[config.mk]
export PLATFORM = sky130hd
export DESIGN_NAME = fss_scrambler
export DESIGN_NICKNAME = d
export VERILOG_FILES = /design/src/rtl/fss_pkg.sv /design/src/rtl/fss_frame_pos.sv /design/src/rtl/fss_keystream.sv /design/src/rtl/fss_out_stage.sv /design/src/rtl/fss_scrambler.sv
export SDC_FILE = /design/constraint.sdc
export NUM_CORES = 1
export LEC_CHECK = 0
export ABC_AREA = 1
export ABC_CLOCK_PERIOD_IN_PS = 4110
export BUFFER_PORTS_ARGS = -buffer_cell sky130_fd_sc_hd__buf_2
export CAP_MARGIN = 20
export CORE_ASPECT_RATIO = 1.25
export CORE_MARGIN = 2
export CORE_UTILIZATION = 43
export CTS_BUF_LIST = sky130_fd_sc_hd__clkbuf_4 sky130_fd_sc_hd__clkbuf_8
export DETAILED_ROUTE_END_ITERATION = 8
export SYNTH_ARGS = -nofsm -noshare
export SYNTH_HDL_FRONTEND = slang
export SYNTH_SLANG_ARGS = --single-unit
export TNS_END_PERCENT = 5
[constraint.sdc]
create_clock -name clk -period 4.11 [get_ports clk]
set_input_delay 0.822 -clock clk [delete_from_list [all_inputs] [get_ports clk]]
set_output_delay 0.822 -clock clk [all_outputs]
set_load 0.01 [all_outputs]
[src/rtl/fss_pkg.sv]
package fss_pkg;
  localparam int BYTE_W = 8;

  typedef struct packed {
    logic              sof;
    logic [BYTE_W-1:0] data;
  } fss_beat_t;
endpackage

[src/rtl/fss_frame_pos.sv]
module fss_frame_pos #(
  parameter int OH_BYTES = 36,
  localparam int POS_W = $clog2(OH_BYTES + 2)
) (
  input  logic clk,
  input  logic rst_n,
  input  logic take,
  input  logic sof,
  output logic in_payload,
  output logic at_restart
);
  localparam logic [POS_W-1:0] OH_POS  = POS_W'(OH_BYTES);
  localparam logic [POS_W-1:0] PAST_OH = POS_W'(OH_BYTES + 1);

  logic [POS_W-1:0] pos_q;
  logic             locked_q;
  logic [POS_W-1:0] idx;
  logic             locked;

  // byte index of the byte currently offered
  assign idx        = sof ? '0 : pos_q;
  assign locked     = locked_q | sof;
  assign in_payload = locked && (idx >= OH_POS);
  assign at_restart = locked && (idx == OH_POS);

  always_ff @(posedge clk) begin
    if (!rst_n) begin
      pos_q    <= PAST_OH;
      locked_q <= 1'b0;
    end else if (take) begin
      pos_q    <= (idx >= OH_POS) ? PAST_OH : idx + 1'b1;
      locked_q <= locked;
    end
  end
endmodule

[src/rtl/fss_keystream.sv]
module fss_keystream #(
  parameter int GEN_W  = 7,
  parameter int FB_TAP = 5,
  parameter int BYTE_W = 8
) (
  input  logic              clk,
  input  logic              rst_n,
  input  logic              step,
  input  logic              restart,
  output logic [BYTE_W-1:0] key
);
  localparam logic [GEN_W-1:0] SEED = '1;

  logic [GEN_W-1:0] state_q;
  logic [GEN_W-1:0] chain [0:BYTE_W];

  assign chain[0] = restart ? SEED : state_q;

  // unrolled bit-serial generator: first bit lands in the MSB
  for (genvar b = 0; b < BYTE_W; b++) begin : g_bit
    assign key[BYTE_W-1-b] = chain[b][GEN_W-1];
    assign chain[b+1] = {chain[b][GEN_W-2:0],
                         chain[b][GEN_W-1] ^ chain[b][FB_TAP]};
  end

  always_ff @(posedge clk) begin
    if (!rst_n)    state_q <= SEED;
    else if (step) state_q <= chain[BYTE_W];
  end
endmodule

[src/rtl/fss_out_stage.sv]
module fss_out_stage
  import fss_pkg::*;
(
  input  logic      clk,
  input  logic      rst_n,
  input  logic      up_valid,
  output logic      up_ready,
  input  fss_beat_t up_beat,
  output logic      dn_valid,
  input  logic      dn_ready,
  output fss_beat_t dn_beat
);
  assign up_ready = !dn_valid || dn_ready;

  always_ff @(posedge clk) begin
    if (!rst_n) begin
      dn_valid <= 1'b0;
      dn_beat  <= '0;
    end else if (up_ready) begin
      dn_valid <= up_valid;
      if (up_valid) dn_beat <= up_beat;
    end
  end
endmodule

[src/rtl/fss_scrambler.sv]
module fss_scrambler
  import fss_pkg::*;
#(
  parameter int OH_BYTES = 36,
  parameter int GEN_W    = 7,
  parameter int FB_TAP   = 5
) (
  input  logic              clk,
  input  logic              rst_n,
  input  logic              in_valid,
  output logic              in_ready,
  input  logic [BYTE_W-1:0] in_data,
  input  logic              in_sof,
  input  logic              scr_pin,
  input  logic              scr_soft,
  output logic              out_valid,
  input  logic              out_ready,
  output logic [BYTE_W-1:0] out_data,
  output logic              out_sof
);
  logic              take;
  logic              in_payload;
  logic              at_restart;
  logic [BYTE_W-1:0] key;
  logic [BYTE_W-1:0] mask;
  fss_beat_t         up_beat;
  fss_beat_t         dn_beat;

  assign take = in_valid && in_ready;

  fss_frame_pos #(.OH_BYTES(OH_BYTES)) u_pos (
    .clk(clk), .rst_n(rst_n), .take(take), .sof(in_sof),
    .in_payload(in_payload), .at_restart(at_restart)
  );

  fss_keystream #(.GEN_W(GEN_W), .FB_TAP(FB_TAP), .BYTE_W(BYTE_W)) u_key (
    .clk(clk), .rst_n(rst_n), .step(take && in_payload),
    .restart(at_restart), .key(key)
  );

  assign mask         = ((scr_pin || scr_soft) && in_payload) ? key : '0;
  assign up_beat.sof  = in_sof;
  assign up_beat.data = in_data ^ mask;

  fss_out_stage u_out (
    .clk(clk), .rst_n(rst_n),
    .up_valid(in_valid), .up_ready(in_ready), .up_beat(up_beat),
    .dn_valid(out_valid), .dn_ready(out_ready), .dn_beat(dn_beat)
  );

  assign out_data = dn_beat.data;
  assign out_sof  = dn_beat.sof;
endmodule

==> impl_results.md, run 1 <==
- Post-synthesis compound-gate area fraction: 13.09%
- Core area: ~3000 um2
- Async set-reset flop share out of synthesis: 0%
- Kind of critical path: in2reg
- FP Rows: 22
- R2R Path Start: u_pos.pos_q[1]
- Final Critical Period: approximately 2.0 ns
- CP required: about 4.4 ns
- Post-layout power: a little over 500 uW
- Xor-xnor portion of the synthesized cell area: 4.042%
- Synth area leaders: dfxtp_1 (37%), nand2_1 (14%), nor2_1 (13%)
- Mapped Area: approximately 1300 um2
- Min-Delay Path Depth: 2
- Number of synthesized register bits: 24
- CTS Sinks: 24
- Syn avg cell area: approximately 6.4 um2
- Vias in the first global route: 1251
- Final worst path period share: roughly half
- Initial antenna violation count: 0
- First-pass GRT wire length: approximately 5200 um
- Post-CTS sizing: 0
- Syn. warnings: 0
- Pwr/cell area: about 340 nW/um2
- Unique cell type count in the Yosys netlist: 22
- Max Buffers Root-to-Sink: 2
- FF-to-FF path depth: 14
- CP Max Fanout: 6
- Synth Area in Adders: slightly below 2%
- DP Wirelength: about 2300 um
- Top FF cell, synth: dfxtp_1
- Hold endpoint: u_out.dn_beat[8]
- Worst-path clk slew: approximately 0.14 ns
- CP arrival: 2.27 ns
- Post-DRT Antenna Nets: 0
- Fraction of layout cells with a size suffix above 1: between 15 and 20%
- Setup crit end kind: flop
- R2R Setup Slk: 2.27 ns
- Max Fclk: between 0.4 and 0.5 GHz
- Max-slew headroom at the worst pin: roughly half
- Post-Synthesis Cells: about 200
- Post-route cell area: around 1500 um2
- CP startpoint kind: input port
- FF-to-FF End: u_out.dn_beat[0]
- Post-CTS Setup Bufs: 0
- DIE WIDTH: 53.18 um
- H-tree depth: 1
- DR pass1 iterations: 4
- Largest net degree at the start of global routing: 26
- DRC Markers: 0
- Mux contribution to synthesized area: 0%
- Total gr overflow: 0
- Max Cap Viol: 0
- Worst Skew: ~0.0070 ns
- TritonCTS Buffers: 3
- Antenna Cells: 0
- Leak Pwr: 0.7955 nW
- Setup violations, final: 0
- Post-synth top cells: nand2_1 (48), nor2_1 (44), inv_1 (26), dfxtp_1 (24), a21oi_1 (12)
- Area Overhead vs Synth: 15.40%
- Cts hold-fix bufs: 0
- Largest family of logic cells by synthesized area: simple AND/OR/NAND/NOR gates
- Clock latency on the worst-skew pair: between 0.3 and 0.4 ns
- Setup ws final: around 2.1 ns
- DIE AREA: between 3000 and 4000 um2
- Initial Util: approximately 45%
- Area after DPL: roughly 1400 um2
- Outcome: finished clean
- Maximum vdd drop: 247.8 uV
- Layout Nets: around 250
- Hold Path Class: reg2reg
- Routed wire per std cell: about 12 um
- Simple-gate share of the synthesized area: about a third
- Yosys top cell by area: dfxtp_1
- Via count: roughly 1300
- Num ports: 26
- Top-count cell post-synth: nand2_1
- Syn nets: around 220
- Hold violation count in the final report: 0
- Fillers: around 320
- PortBufs: 25
- Post-synthesis sequential area ratio: roughly 37%
- Share of the synthesized area in the top cell type: a little under two fifths
- Fin. max-slew vios: 0
- 1st-iter DRT viols: 24
- Vias per inst: about 5.0
- Final WL: a little over 3000 um
- Root Buffer: clkbuf_4
- Worst Hold Margin: around 0.47 ns
- Sum Neg Setup Slack: 0 ns
- Pre-CTS setup slack: 1.732 ns
- Min-delay src: u_out.dn_beat[8]
- TritonCTS clock tree: done
- Die height: between 60 and 70 um
- Worst Tran Pin Value: about 0.72 ns
- Placer Congestion: 0.8799
- RSZ-0062 raised after global routing: false
- Number of synthesized flops with an enable pin: 0
- All-Layer GR Usage: 20.16%
## worst max-delay path by stage
| stage | slack (ns) | cells past startpoint | endpoint | start |
|---|---|---|---|---|
| after CTS | 2.09 | 14 | u_out.dn_beat[0] | in_sof |
| after floorplan | 2.10 | 13 | u_out.dn_beat[1] | in_sof |
| after global placement | 1.79 | 14 | u_out.dn_beat[3] | in_sof |
| final | 2.08 | 14 | u_out.dn_beat[0] | in_sof |
| after global routing | 1.90 | 8 | u_pos.pos_q[2] | out_ready |
| after detailed placement | 1.73 | 14 | u_out.dn_beat[0] | in_sof |
## stage by stage
stage / std cells / utilization, %
CTS: 263 / 51.42
finish: 263 / 51.42
global route: 263 / 51.42
floorplan: 202 / -
detailed placement: 259 / 49.61
global placement: 259 / 49.61
## cells in the final DEF (no fill, tap or decap), types with 2 or more instances in the layout
cell      netlist  final
xor2_1          4      4
buf_2           0     25
inv_2           2      2
nor2_2          2      2
o21ai_0        11     11
ha_1            2      2
nand2_1        48     48
o22ai_1         2      2
nor2_1         44     44
o211ai_1        2      2
a21oi_1        12     12
dfxtp_1        24     24
inv_1          26     26
clkbuf_4        0      3
nand4_1         4      4
xnor2_1         2      2
nand3_1         8      8
## critical path, cell delays in order
cell	delay [ns]
buf_2	0.14
nor2_1	0.16
inv_1	0.06
ha_1	0.19
nand2_1	0.06
inv_1	0.04
nand4_1	0.15
nand2_1	0.14
nand2_1	0.13
nand3_1	0.08
nand2_1	0.06
nand3_1	0.09
nand2_1	0.10
inv_1	0.04
## where the power goes
group	internal [mW]	switching [mW]	leakage (nW)
Clock	0.0986	0.0740	0.0279
Sequential	0.247	0.00777	0.198
Combinational	0.0323	0.0562	0.570
## state kept, by name, indices dropped and copies added (netlist names)
name / flops
u_out.dn_beat: 9
u_key.state_q: 7
u_pos.locked_q: 1
u_out.dn_valid: 1
u_pos.pos_q: 6
## final cells by class
| cell class | instances | area [um2] | area share, % |
|---|---|---|---|
| sequential | 24 | 480.5 | 32.03 |
| inverter | 28 | 105.1 | 7.006 |
| multi-input combinational | 146 | 691.9 | 46.12 |
| timing repair buffer | 25 | 125.1 | 8.340 |
| clock buffer | 3 | 22.52 | 1.501 |
| tap | 36 | 45.04 | 3.002 |
| clock inverter | 1 | 30.03 | 2.002 |
## logic make-up after synthesis
kind of cell / count (synthesis)
XOR/XNOR: 6
flip-flops: 24
adder cells (fa/ha/maj): 2
AO/OA/AOI/OAI: 30
buffers and inverters: 32
AND/OR/NAND/NOR: 108
## per-layer routing
metal	global-route usage [%]	share of wire [%]	up-vias
met5	0	0	-
li1	-	-	681
met4	13.14	4.3	0
met3	2.955	4.4	14
met2	34.53	50	33
met1	22.51	41	594
(Power assumes the default switching activity.)
==> run 2, diff against run 1 <==
Settings changed: ABC_AREA 1 to 0, ABC_CLOCK_PERIOD_IN_PS 4110 to 2110.
Clock period 4.11 ns to 2.11 ns, I/O delays scaled along.
==> run 2 against run 1 <==
Net effect: utilization shrank 1.4 points; wire length decreased by 13%; sequential share of layout area is 1.2 points higher; area after synthesis shrank 0.96%; register-to-register slack got worse by 2.1 ns; critical path depth fell by 6.
==> impl_results.md, run 2 <==
- Outcome: finished clean
- Post-DRT Antenna Nets: 0 (unchanged)
- Worst-path clk slew: 0.12 ns (-0.02 ns)
- Syn. warnings: 0 (unchanged)
- CP required: 2.35 ns (-2.00 ns)
- Post-Synthesis Cells: 148 (-27%)
- Post-route cell area: 1446 um2 (-3.6%)
- Fraction of layout cells with a size suffix above 1: 22.35% (+6.5 points)
- Async set-reset flop share out of synthesis: 0% (unchanged)
- Mapped Area: 1287 um2 (-0.96%)
- Layout Nets: 189 (-23%)
- Yosys top cell by area: dfxtp_1
- Post-synth top cells: dfxtp_1 (24), nand2_1 (15), o21ai_0 (13), xor2_1 (13), a21oi_1 (10)
- Placer Congestion: 0.7556 (-14%)
- Final worst path period share: between 90 and 100%
- Switching power: 229.2 uW (+66%)
- Leak Pwr: 0.6032 nW (-24%)
- Cell Int Power: 613.0 uW (+62%)
- Share of total power in combinational logic: 18.4% (+1.2 points)
- Kind of critical path: reg2reg
- Unique cell type count in the Yosys netlist: 41 (+86%)
- PortBufs: 25 (unchanged)
- TritonCTS clock tree: done
- Syn nets: 165 (-25%)
- Number of synthesized register bits: 24 (unchanged)
- Post-synthesis sequential area ratio: 37.32% (+0.36 points)
- Core area: 2890 um2 (-0.94%)
- Fin. max-slew vios: 0 (unchanged)
- Total gr overflow: 0 (unchanged)
- RSZ-0062 raised after global routing: false
- DR pass1 iterations: 4 (unchanged)
- Top-count cell post-synth: dfxtp_1
- Initial antenna violation count: 0 (unchanged)
- Max Fclk: 0.5254 GHz
- Sum Neg Setup Slack: 0 ns (unchanged)
- Antenna Cells: 0 (unchanged)
- Switching Fraction: 27.22% (+0.47 points)
- CP Max Fanout: 9 (+3)
- CP startpoint kind: flop
- Worst Tran Pin Value: 0.4065 ns (-0.3165 ns)
- Most common cell after layout, fill and taps aside: buf_2
- FP Rows: 22 (unchanged)
- Share of the synthesized area in the top cell type: 37.32% (+0.36 points)
- Final Critical Period: 1.903 ns
- Largest register FFs: 9 (unchanged)
- Fillers: 296 (-7.2%)
- DRC Markers: 0 (unchanged)
- All-Layer GR Usage: 17.83% (-2.3 points)
- Clock power share: 22.7% (-11 points)
- Top FF cell, synth: dfxtp_1
- Synth area leaders: dfxtp_1 (37%), xor2_1 (8.8%), o21ai_0 (5.1%)
- Cts hold-fix bufs: 0 (unchanged)
- 1st-iter DRT viols: 15 (-38%)
- TritonCTS Buffers: 3 (unchanged)
- H-tree depth: 1 (unchanged)
- Largest net degree at the start of global routing: 27 (+3.8%)
- Flop pwr share: 58.9% (+9.5 points)
- Vias in the first global route: 1140 (-8.9%)
- Clock latency on the worst-skew pair: 0.30 ns (-0.02 ns)
- Pwr/cell area: 582.2 nW/um2 (+69%)
- Area Overhead vs Synth: 12.34%
- Post-CTS Setup Bufs: 0 (unchanged)
- Num ports: 26 (unchanged)
- Syn avg cell area: 8.699 um2 (+35%)
- Area after DPL: 1424 um2 (-1.6%)
- Hold Path Class: in2reg
- Biggest regs: u_out.dn_beat (9), u_key.state_q (7), u_pos.pos_q (6)
- Maximum vdd drop: 385.2 uV (+55%)
- Max-slew headroom at the worst pin: 72.90% (+21 points)
- Hold violation count in the final report: 0 (unchanged)
- Setup crit end kind: flop
- First-pass GRT wire length: 4719 um (-9.0%)
- Via count: 1115 (-16%)
- Commonest non-fill, non-tap cells in the layout: buf_2 (25), dfxtp_1 (24), nand2_1 (15)
- DP Wirelength: 1928 um (-18%)
- Final WL: 2644 um (-13%)
- Max Buffers Root-to-Sink: 2 (unchanged)
- Largest Register: u_out.dn_beat
- Post-CTS sizing: 0 (unchanged)
- CTS Sinks: 24 (unchanged)
- Max Cap Viol: 0 (unchanged)
- DIE WIDTH: 52.94 um (-0.45%)
- Setup violations, final: 0 (unchanged)
- Number of synthesized flops with an enable pin: 0 (unchanged)
- Die height: 65.18 um (-0.45%)
- Initial Util: 44.55% (about the same)
- Root Buffer: clkbuf_4
- Routed wire per std cell: 12.83 um (+11%)
- DIE AREA: 3451 um2 (-0.90%)
- Worst Skew: 0.005580 ns (-0.001401 ns)
- Vias per inst: 5.413 (+7.7%)
- CP arrival: 2.14 ns (-0.13 ns)
[run 2: cell type report]
type                    count  area, um2  share of cell area, %
clock buffers               3      22.52                  1.557
inverters                   3      11.26                 0.7785
multi-input cells         110      724.4                  50.09
flip-flops and latches     24      480.5                  33.22
well taps                  36      45.04                  3.114
repair buffers             30      162.7                  11.25
[run 2: cells by family (layout without fill, tap and decap cells)]
logic type,Yosys count,in the layout,synth area share [%]
adder cells (fa/ha/maj),2,2,1.943
flip-flops,24,24,37.32
multiplexers,1,1,0.8746
AND/OR/NAND/NOR,45,45,19.15
XOR/XNOR,15,15,10.20
buffers and inverters,14,36,6.413
AO/OA/AOI/OAI,47,47,24.10
[run 2: per-stage QoR]
stage	power (mW)	util [%]	worst slack (ns)	instances	hold slack [ns]
3_5_place_dp	0.6608	49.26	0.1003	203	0.4529
2_1_floorplan	0.6119	-	0.1611	148	0.4334
4_1_cts	0.8615	50.04	0.1992	206	0.3787
6_report	0.8421	50.04	0.2066	206	0.3956
5_1_grt	0.9006	50.04	0.03422	206	0.4130
3_3_place_gp	0.6584	49.26	0.1351	203	0.4420
[run 2: layer usage]
metal / share of wire [%] / up-vias / GRT usage (%)
met5: 0 / - / 0
met4: 1.4 / 0 / 6.731
met3: 2.6 / 4 / 2.500
met2: 51 / 14 / 32.19
met1: 45 / 517 / 20.69
li1: - / 580 / -
[run 2: path summary, 6_finish.rpt]
path | startpoint | to | slack, ns | cells past startpoint
worst max-delay path | u_pos.pos_q[0] | u_out.dn_beat[0] | 0.21 | 8
worst min-delay path | in_data[0] | u_out.dn_beat[0] | 0.40 | 3
worst max register to register | u_pos.pos_q[0] | u_out.dn_beat[0] | 0.21 | 8
worst min register to register | u_pos.locked_q | u_pos.locked_q | 0.48 | 1
[run 2: worst max-delay path, cell delays in order (launching register included)]
cell      delay [ns]
dfxtp_1         0.39
nor2b_1         0.20
inv_1           0.08
ha_1            0.18
nor4bb_1        0.14
buf_4           0.17
or2_0           0.23
or3_1           0.30
a31oi_1         0.15
[run 2: power by group through the flow]
| stage | sequential (mW) | combinational (mW) | clock (mW) |
|---|---|---|---|
| floorplan | 0.509 | 0.103 | 0 |
| global placement | 0.505 | 0.153 | 0 |
| detailed placement | 0.506 | 0.155 | 0 |
| CTS | 0.496 | 0.156 | 0.209 |
| global route | 0.500 | 0.177 | 0.224 |
| finish | 0.496 | 0.155 | 0.191 |
==> run 3, diff against run 2 <==
Settings changed: BUFFER_PORTS_ARGS -buffer_cell sky130_fd_sc_hd__buf_2 to -buffer_cell sky130_fd_sc_hd__clkbuf_2.
==> run 3 against run 2 <==
Net effect: fmax up 0.23%; flip-flop and latch count unchanged; utilization up 0.74 points; sequential share of layout area down 0.48 points; design area up 1.5%; via count up 2.3%; total power up 6.2%; wire length up 5.1%; worst setup slack better by 0.0044 ns; clock skew up 0.0037 ns; highest routed layer unchanged.
==> impl_results.md, run 3 (synthesis gave the netlist of run 2 again) <==
- Outcome: finished clean
- Maximum vdd drop: 318.3 uV (-17%)
- Kind of critical path: reg2reg
- Initial Util: 44.55% (unchanged)
- Cell Chain, Critical Path: nor2b_1 -> inv_1 -> ha_1 -> nor4bb_1 -> buf_4 -> or2_0 -> or3_1 -> a31oi_1
- Die height: 65.18 um (unchanged)
- Fillers: 291 (-1.7%)
- Final Critical Period: 1.899 ns (-0.004363 ns)
- FF+latch area: 480.5 um2 (unchanged)
- PortBufs: 25 (unchanged)
- 1st-iter DRT viols: 20 (+5)
- Setup crit end kind: flop
- Area Overhead vs Synth: 13.99%
- CP required: 2.35 ns (about the same)
- Core area: 2890 um2 (unchanged)
- Setup violations, final: 0 (unchanged)
- Critical path buffers and inverters: 2 (unchanged)
- Post-CTS sizing: 0 (unchanged)
- Sum Neg Setup Slack: 0 ns (unchanged)
- Root Buffer: clkbuf_4
- Worst stage delay on the critical path: 0.39 ns (about the same)
- Met3 WL: 99 um (+43%)
- Num ports: 26 (unchanged)
- Cts hold-fix bufs: 0 (unchanged)
- DR pass1 iterations: 5 (+1)
- H-tree depth: 1 (unchanged)
- Min-Delay Path Depth: 3 (unchanged)
- Largest delay contributor family on the critical path: simple AND/OR/NAND/NOR gates
- FF-to-FF path depth: 8 (unchanged)
- Routed wire per std cell: 13.37 um (+4.1%)
- Min-delay src: in_data[0]
- Final worst path period share: 90.00% (-0.21 points)
- First-pass GRT wire length: 4802 um (+1.8%)
- Max-slew headroom at the worst pin: 73.66% (+0.76 points)
- Hold endpoint: u_out.dn_beat[0]
- Fraction of layout cells with a size suffix above 1: 23.26% (+0.90 points)
- Largest Register: u_out.dn_beat
- Clock latency on the worst-skew pair: 0.31 ns (about the same)
- Post-DRT Antenna Nets: 0 (unchanged)
- Pwr/cell area: 609.1 nW/um2 (+4.6%)
- CP Max Fanout: 9 (unchanged)
- CP arrival: 2.14 ns (about the same)
- Met2 WL: 1384 um (+2.2%)
- Via count: 1141 (+2.3%)
- DIE WIDTH: 52.94 um (unchanged)
- Leak Pwr: 0.6148 nW (+1.9%)
- Final core occ: 50.78% (+0.74 points)
- FF-to-FF End: u_out.dn_beat[0]
- Initial antenna violation count: 0 (unchanged)
- Largest net degree at the start of global routing: 18 (-33%)
- Final WL: 2780 um (+5.1%)
- Uppermost routed layer: met4
- TritonCTS Buffers: 3 (unchanged)
- Biggest regs: u_out.dn_beat (9), u_key.state_q (7), u_pos.pos_q (6)
- Most common cell after layout, fill and taps aside: clkbuf_2
- M1 wire length: 1278 um (+8.0%)
- CP startpoint kind: flop
- Vias per inst: 5.486 (+1.3%)
- Multi-input logic area: 724.4 um2 (unchanged)
- Fin. max-slew vios: 0 (unchanged)
- Worst Skew: 0.009261 ns (+0.003681 ns)
- Max Fclk: 0.5266 GHz (+0.23%)
- Slowest CP cell: dfxtp_1
- Max Buffers Root-to-Sink: 2 (unchanged)
- Total gr overflow: 0 (unchanged)
- DRC Markers: 0 (unchanged)
- FP Rows: 22 (unchanged)
- Placer Congestion: 0.7656 (+1.3%)
- Layout Nets: 190 (+0.53%)
- TritonCTS clock tree: done
- DIE AREA: 3451 um2 (unchanged)
- Post-CTS Setup Bufs: 0 (unchanged)
- DP Wirelength: 2041 um (+5.9%)
- Worst-path clk slew: 0.13 ns (about the same)
- Commonest non-fill, non-tap cells in the layout: clkbuf_2 (25), dfxtp_1 (24), nand2_1 (15)
- RSZ-0062 raised after global routing: false
- Hold Path Class: in2reg
- Largest register FFs: 9 (unchanged)
- Antenna Cells: 0 (unchanged)
- Worst Tran Pin Value: 0.3951 ns (-0.01135 ns)
- CTS Sinks: 24 (unchanged)
- R2R Path Start: u_pos.pos_q[0]
- Hold violation count in the final report: 0 (unchanged)
- All-Layer GR Usage: 18.05% (+0.22 points)
- Max Cap Viol: 0 (unchanged)
- Vias in the first global route: 1132 (-0.70%)
- R2R Setup Slk: 0.21 ns (about the same)
run 3: where the power goes:
group	internal (mW)	switching, mW	leakage (nW)
Sequential	0.478	0.0185	0.197
Clock	0.105	0.134	0.0210
Combinational	0.0697	0.0887	0.397
run 3: per-layer routing:
layer	up-vias	GRT usage, %
met5	-	0
met1	532	22.64
met4	0	3.846
li1	580	-
met3	2	2.045
met2	27	32.50
run 3: metrics by stage:
step           power, mW  setup WS (ns)  instance area (um2)  hold WS (ns)  std cells
2_1_floorplan     0.6119         0.1611                 1287        0.4334        148
3_3_place_gp      0.6600         0.1425                 1431        0.4435        204
3_5_place_dp      0.6642         0.1022                 1431        0.4536        204
4_1_cts           0.9043         0.2153                 1468        0.3585        208
5_1_grt           0.9499        0.02101                 1468        0.4110        208
6_report          0.8940         0.2110                 1468        0.3743        208
run 3: worst min-delay path: cells and delay by family:
kind	cells	cell delay [ns]
AO/OA/AOI/OAI	2	0.14
buffers and inverters	1	0.09
run 3: final cells by class:
class / instances / share of cell area [%]
flip-flops and latches: 24 / 32.74
repair buffers: 31 / 11.59
clock buffers: 4 / 2.472
inverters: 3 / 0.7673
well taps: 36 / 3.069
multi-input cells: 110 / 49.36
run 3: how the worst max path moves through the flow:
stage / start / to / slack, ns / cells past startpoint
final: u_pos.pos_q[0] / u_out.dn_beat[0] / 0.21 / 8
after floorplan: in_sof / u_out.dn_beat[0] / 0.16 / 9
after global placement: in_sof / u_out.dn_beat[0] / 0.14 / 9
after global routing: u_pos.pos_q[0] / u_out.dn_beat[0] / 0.02 / 8
after CTS: u_pos.pos_q[0] / u_out.dn_beat[0] / 0.22 / 8
after detailed placement: in_sof / u_out.dn_beat[0] / 0.10 / 9
